==> config.mk <==
export PLATFORM = sky130hd
export DESIGN_NAME = adc_result_queue
export DESIGN_NICKNAME = d
export VERILOG_FILES = /design/src/rtl/adcq_pkg.sv /design/src/rtl/adcq_ptr_ctl.sv /design/src/rtl/adcq_store.sv /design/src/rtl/adcq_word_fmt.sv /design/src/rtl/adc_result_queue.sv
export SDC_FILE = /design/constraint.sdc
export NUM_CORES = 1
export LEC_CHECK = 0
export CORE_ASPECT_RATIO = 0.7
export CORE_MARGIN = 3
export CORE_UTILIZATION = 60
export CTS_CLUSTER_DIAMETER = 60
export DETAILED_ROUTE_END_ITERATION = 10
export DONT_BUFFER_PORTS = 1
export PLACE_DENSITY = 0.85
export REMOVE_ABC_BUFFERS = 1
export SYNTH_ARGS = -nofsm -noshare
export SYNTH_HDL_FRONTEND = slang
export SYNTH_HIERARCHICAL = 1
export SYNTH_SLANG_ARGS = --single-unit
==> constraint.sdc <==
create_clock -name clk -period 5.2 [get_ports clk]
set_input_delay 1.04 -clock clk [delete_from_list [all_inputs] [get_ports clk]]
set_output_delay 1.04 -clock clk [all_outputs]
set_load 0.01 [all_outputs]
==> src/rtl/adcq_pkg.sv <==
package adcq_pkg;

    localparam int unsigned VAL_W   = 10;
    localparam int unsigned TAG_W   = 4;
    localparam int unsigned WORD_W  = 32;
    localparam int unsigned VAL_LSB = 6;
    localparam int unsigned TAG_LSB = 0;

    // One stored result: sample plus producing slot
    typedef struct packed {
        logic [VAL_W-1:0] value;
        logic [TAG_W-1:0] tag;
    } adcq_entry_t;

    // What the queue does in a given cycle
    typedef enum logic [1:0] {
        OP_IDLE = 2'b00,
        OP_PUSH = 2'b01,
        OP_POP  = 2'b10,
        OP_BOTH = 2'b11
    } adcq_op_e;

    // Lay an entry out in the bus word; unused bits are zero
    function automatic logic [WORD_W-1:0] adcq_pack(input adcq_entry_t e);
        logic [WORD_W-1:0] w;
        w = '0;
        w[VAL_LSB +: VAL_W] = e.value;
        w[TAG_LSB +: TAG_W] = e.tag;
        return w;
    endfunction

endpackage

==> src/rtl/adcq_ptr_ctl.sv <==
module adcq_ptr_ctl
    import adcq_pkg::*;
#(
    parameter int unsigned DEPTH = 16,
    localparam int unsigned PTR_W = $clog2(DEPTH),
    localparam int unsigned CNT_W = $clog2(DEPTH + 1)
) (
    input  logic             clk,
    input  logic             rst,
    input  logic             push_req,
    input  logic             pop_req,
    output logic             push_ok,
    output logic             pop_ok,
    output logic             in_ready,
    output logic [PTR_W-1:0] rd_ptr,
    output logic [PTR_W-1:0] wr_ptr,
    output logic [CNT_W-1:0] count,
    output logic             full,
    output logic             empty
);

    localparam logic [PTR_W-1:0] LAST_IDX = PTR_W'(DEPTH - 1);
    localparam logic [CNT_W-1:0] CNT_MAX  = CNT_W'(DEPTH);

    adcq_op_e op;

    function automatic logic [PTR_W-1:0] step_ptr(input logic [PTR_W-1:0] p);
        return (p == LAST_IDX) ? '0 : p + 1'b1;
    endfunction

    assign full     = (count == CNT_MAX);
    assign empty    = (count == '0);
    assign pop_ok   = pop_req && !empty;
    // A retire in the same cycle frees the slot the push will take
    assign in_ready = !full || pop_ok;
    assign push_ok  = push_req && in_ready;

    always_comb begin
        unique case ({pop_ok, push_ok})
            2'b01:   op = OP_PUSH;
            2'b10:   op = OP_POP;
            2'b11:   op = OP_BOTH;
            default: op = OP_IDLE;
        endcase
    end

    always_ff @(posedge clk) begin
        if (rst) begin
            rd_ptr <= '0;
            wr_ptr <= '0;
            count  <= '0;
        end else begin
            unique case (op)
                OP_PUSH: begin
                    wr_ptr <= step_ptr(wr_ptr);
                    count  <= count + 1'b1;
                end
                OP_POP: begin
                    rd_ptr <= step_ptr(rd_ptr);
                    count  <= count - 1'b1;
                end
                OP_BOTH: begin
                    wr_ptr <= step_ptr(wr_ptr);
                    rd_ptr <= step_ptr(rd_ptr);
                end
                default: ;
            endcase
        end
    end

endmodule

==> src/rtl/adcq_store.sv <==
module adcq_store
    import adcq_pkg::*;
#(
    parameter int unsigned DEPTH = 16,
    localparam int unsigned PTR_W = $clog2(DEPTH)
) (
    input  logic             clk,
    input  logic             wr_en,
    input  logic [PTR_W-1:0] wr_idx,
    input  adcq_entry_t      wr_entry,
    input  logic [PTR_W-1:0] rd_idx,
    output adcq_entry_t      rd_entry
);

    adcq_entry_t slots [DEPTH];

    for (genvar g = 0; g < DEPTH; g++) begin : g_slot
        adcq_entry_t slot_q;
        always_ff @(posedge clk) begin
            if (wr_en && (wr_idx == PTR_W'(g))) begin
                slot_q <= wr_entry;
            end
        end
        assign slots[g] = slot_q;
    end

    assign rd_entry = slots[rd_idx];

endmodule

==> src/rtl/adcq_word_fmt.sv <==
module adcq_word_fmt
    import adcq_pkg::*;
(
    input  adcq_entry_t        head,
    input  logic               empty,
    output logic [WORD_W-1:0]  word
);

    // Stale storage is never shown: an empty queue reads as zero
    assign word = empty ? '0 : adcq_pack(head);

endmodule

==> src/rtl/adc_result_queue.sv <==
module adc_result_queue
    import adcq_pkg::*;
#(
    parameter int unsigned DEPTH = 16,
    localparam int unsigned PTR_W = $clog2(DEPTH),
    localparam int unsigned CNT_W = $clog2(DEPTH + 1)
) (
    input  logic              clk,
    input  logic              rst,
    input  logic              in_valid,
    output logic              in_ready,
    input  logic [VAL_W-1:0]  in_value,
    input  logic [TAG_W-1:0]  in_tag,
    input  logic              rd_strobe,
    output logic [WORD_W-1:0] rd_data,
    output logic [PTR_W-1:0]  rd_ptr,
    output logic [PTR_W-1:0]  wr_ptr,
    output logic [CNT_W-1:0]  count,
    output logic              full,
    output logic              empty
);

    logic        push_ok;
    logic        pop_ok;
    adcq_entry_t new_entry;
    adcq_entry_t head_entry;

    assign new_entry = '{value: in_value, tag: in_tag};

    adcq_ptr_ctl #(.DEPTH(DEPTH)) ctl_i (
        .clk      (clk),
        .rst      (rst),
        .push_req (in_valid),
        .pop_req  (rd_strobe),
        .push_ok  (push_ok),
        .pop_ok   (pop_ok),
        .in_ready (in_ready),
        .rd_ptr   (rd_ptr),
        .wr_ptr   (wr_ptr),
        .count    (count),
        .full     (full),
        .empty    (empty)
    );

    adcq_store #(.DEPTH(DEPTH)) store_i (
        .clk      (clk),
        .wr_en    (push_ok),
        .wr_idx   (wr_ptr),
        .wr_entry (new_entry),
        .rd_idx   (rd_ptr),
        .rd_entry (head_entry)
    );

    adcq_word_fmt fmt_i (
        .head  (head_entry),
        .empty (empty),
        .word  (rd_data)
    );

    // pop_ok is consumed inside the controller; kept visible for the checker
    logic unused_pop;
    assign unused_pop = pop_ok;

endmodule

==> flow_summary.ini <==
[placed_design]
dp_slack_ps = 1690
place_congestion = 0.785
place_inst = 687
placed_cell_area_um2 = 9830
io_buffers = 0
dpl.hpwl_um = 11600

[floorplanning]
die_h_um = 112
dieArea_um2 = 17500
die_w_um = 157
ios = 66
core_area_um2 = 15100
rows = 37
start_util_pct = 63.3

[global_routing]
grt_usage_pct = 23.8
grt_pass1_vias = 4857
grt_pass1_wl_um = 30600
overflow = 0
grt_max_degree = 42
grt_antenna_before_repair = 0

[outcome]
outcome = finished clean

[power_and_ir_drop]
seqPwrFrac_pct = 47.7
p_per_area_nw_per_um2 = 452
swShare_pct = 26.6
clkPwrFrac_pct = 32.4
power_leakage_nw = 3.34
combPwrFrac_pct = 19.8
internal_power_mw = 3.49
vdd_drop_max_mv = 0.305
power_switching_mw = 1.26

[timing]
fmax_mhz = 248
tightestPinTransition_ps = 1230
final_max_slew_viol_count = 0
fin_worst_skew_ps = 9.16
setup_slack_ps = 1170
finalHoldViolations = 0
timing.final.setup_violations = 0
relSlewSlack_pct = 18.2
fin_crit_ps = 4030
rsz0062_at_grt = no
setup_tns_ps = 0
fin_crit_sh_pct = 77.5

[route]
via_per_inst = 6.73
ant_nets = 0
first_pass_iters = 5
drt-total-wl_um = 20300
drt-initial-drc-count = 511
route.detailed.drc = 0
dr_total_vias = 4889
wl_per_cell_um = 28.0

[yosys]
ys_seq_area_share_pct = 72.9
synthCells = 491
syn_area_per_cell_um2 = 19.5
synth_cell_types = 49
synth-seq-cells = 237
synthArstFlopShare_pct = 0
synth_edf_count = 224
ys.flop_type = edfxtp_1
netlist_area_um2 = 9580
yosysWarnings = 6

[layout]
final_util_pct = 69.6
fillers = 936
layout-drive-gt1-share_pct = 25.4
num_antenna_cells = 0
final_cell_area_um2 = 10500
num-nets-final = 540
stdcell_count = 726
syn2layout_area_growth_pct = 9.90

[clocking]
clockRootBuffer = clkbuf_16
postCtsSetupBuffers = 0
cts.htree.levels = 1
clk_pin_slew_ps = 60
cts-hold-fix-buffers = 0
clock_latency_ps = 500
cts-resized-gates = 0
numCtsBuffers = 22
cts.sinks = 237
clk_path_buf_depth = 3
cts_tree = yes

[critical_path]
cp.required_ps = 4160
startpoint_type = flop
path_max_fanout = 35
worstPathArrival_ps = 2990
critPathCaptureType = primary output
critPathKind = flop to primary output

[job]
max-cap-violations = 0

[worst_hold_path]
min_path_type = flop to flop
worst max-delay path, stage by stage, from the launching register on:
cell	delay, ps
dfxtp_4	800
buf_4	500
mux4_2	580
a22oi_1	260
nand2_1	100
and2b_1	220
registers in the layout, summed over array words and instances, names as in the netlist:
| register | count |
|---|---|
| store_i/g_slot.slot_q | 224 |
| ctl_i/count | 5 |
| ctl_i/wr_ptr | 4 |
| ctl_i/rd_ptr | 4 |
metrics by stage:
| step | power (mW) | hold slack [ps] |
|---|---|---|
| global route | 4.96 | 585 |
| CTS | 4.79 | 582 |
| finish | 4.75 | 590 |
| detailed placement | 3.25 | 583 |
| global placement | 3.22 | 582 |
| floorplan | 3.05 | 526 |
synth_stat cells, types with 2 or more instances:
master,instances,area (µm²)
nor3_1,8,40.0
inv_1,2,7.51
nand3b_1,3,22.5
nor2b_1,6,37.5
o21ai_0,5,25.0
a31oi_1,2,12.5
nand2_1,18,67.6
buf_2,6,30.0
edfxtp_1,224,6730
clkbuf_1,7,26.3
nand3_1,4,20.0
a21oi_1,8,40.0
mux4_2,56,1260
mux2i_1,4,40.0
buf_6,5,56.3
buf_4,19,143
dfxtp_1,13,260
nand2b_1,3,18.8
nor2_1,22,82.6
and2b_1,3,22.5
a211oi_1,2,15.0
ha_1,5,62.6
xor2_1,3,26.3
a22oi_1,28,210
nor2b_2,10,87.6
or3_1,2,12.5
placed cells by master, fill, tap and decap left out, types with 8 or more instances in the layout:
cell type / instances
dfxtp_1: 11
a21oi_1: 8
edfxtp_1: 224
nor2_1: 21
nand2_1: 18
clkbuf_16: 23
mux4_2: 56
buf_4: 21
a22oi_1: 28
conb_1: 18
nor2b_2: 11
path summary, 6_finish.rpt:
| path | from | cells past startpoint | slack, ps | to |
|---|---|---|---|---|
| worst min register to register | ctl_i/count[3] | 2 | 590 | ctl_i/count[3] |
| worst min-delay path | ctl_i/count[3] | 2 | 590 | ctl_i/count[3] |
| worst max register to register | ctl_i/count[0] | 8 | 2160 | ctl_i/count[4] |
| worst max-delay path | ctl_i/rd_ptr[0] | 5 | 1170 | rd_data[13] |
layout make-up:
type | instances | area (µm²) | share of cell area (%)
clock buffers | 29 | 628 | 5.97
inverters | 3 | 11.3 | 0.107
well taps | 195 | 244 | 2.32
repair buffers | 21 | 158 | 1.50
flip-flops and latches | 237 | 6990 | 66.4
multi-input cells | 231 | 2420 | 23.0
clock inverters | 10 | 73.8 | 0.701
per-layer routing:
metal | vias up | global-route usage [%] | wire (µm)
met1 | 2518 | 33.8 | 7650
met4 | 0 | 7.63 | 742
met5 | - | 0 | 0
met3 | 55 | 5.05 | 2050
li1 | 2022 | - | -
met2 | 294 | 37.8 | 9890
power groups by stage:
stage	combinational, mW	sequential (mW)	clock, mW
global placement	0.912	2.31	0
finish	0.941	2.27	1.54
floorplan	0.716	2.33	0
detailed placement	0.937	2.31	0
global route	1.02	2.29	1.65
CTS	0.949	2.27	1.57
cells by family after synthesis:
kind of cell | synth area share [%]
xor gates and xnor gates | 0.274
and+or+nand+nor | 4.86
AOI/OAI and AO/OA | 4.56
DFF | 72.9
other | 0.0391
muxes | 13.7
adders and majority gates | 0.862
buffers and inverters | 2.78
(Power assumes the default switching activity.)
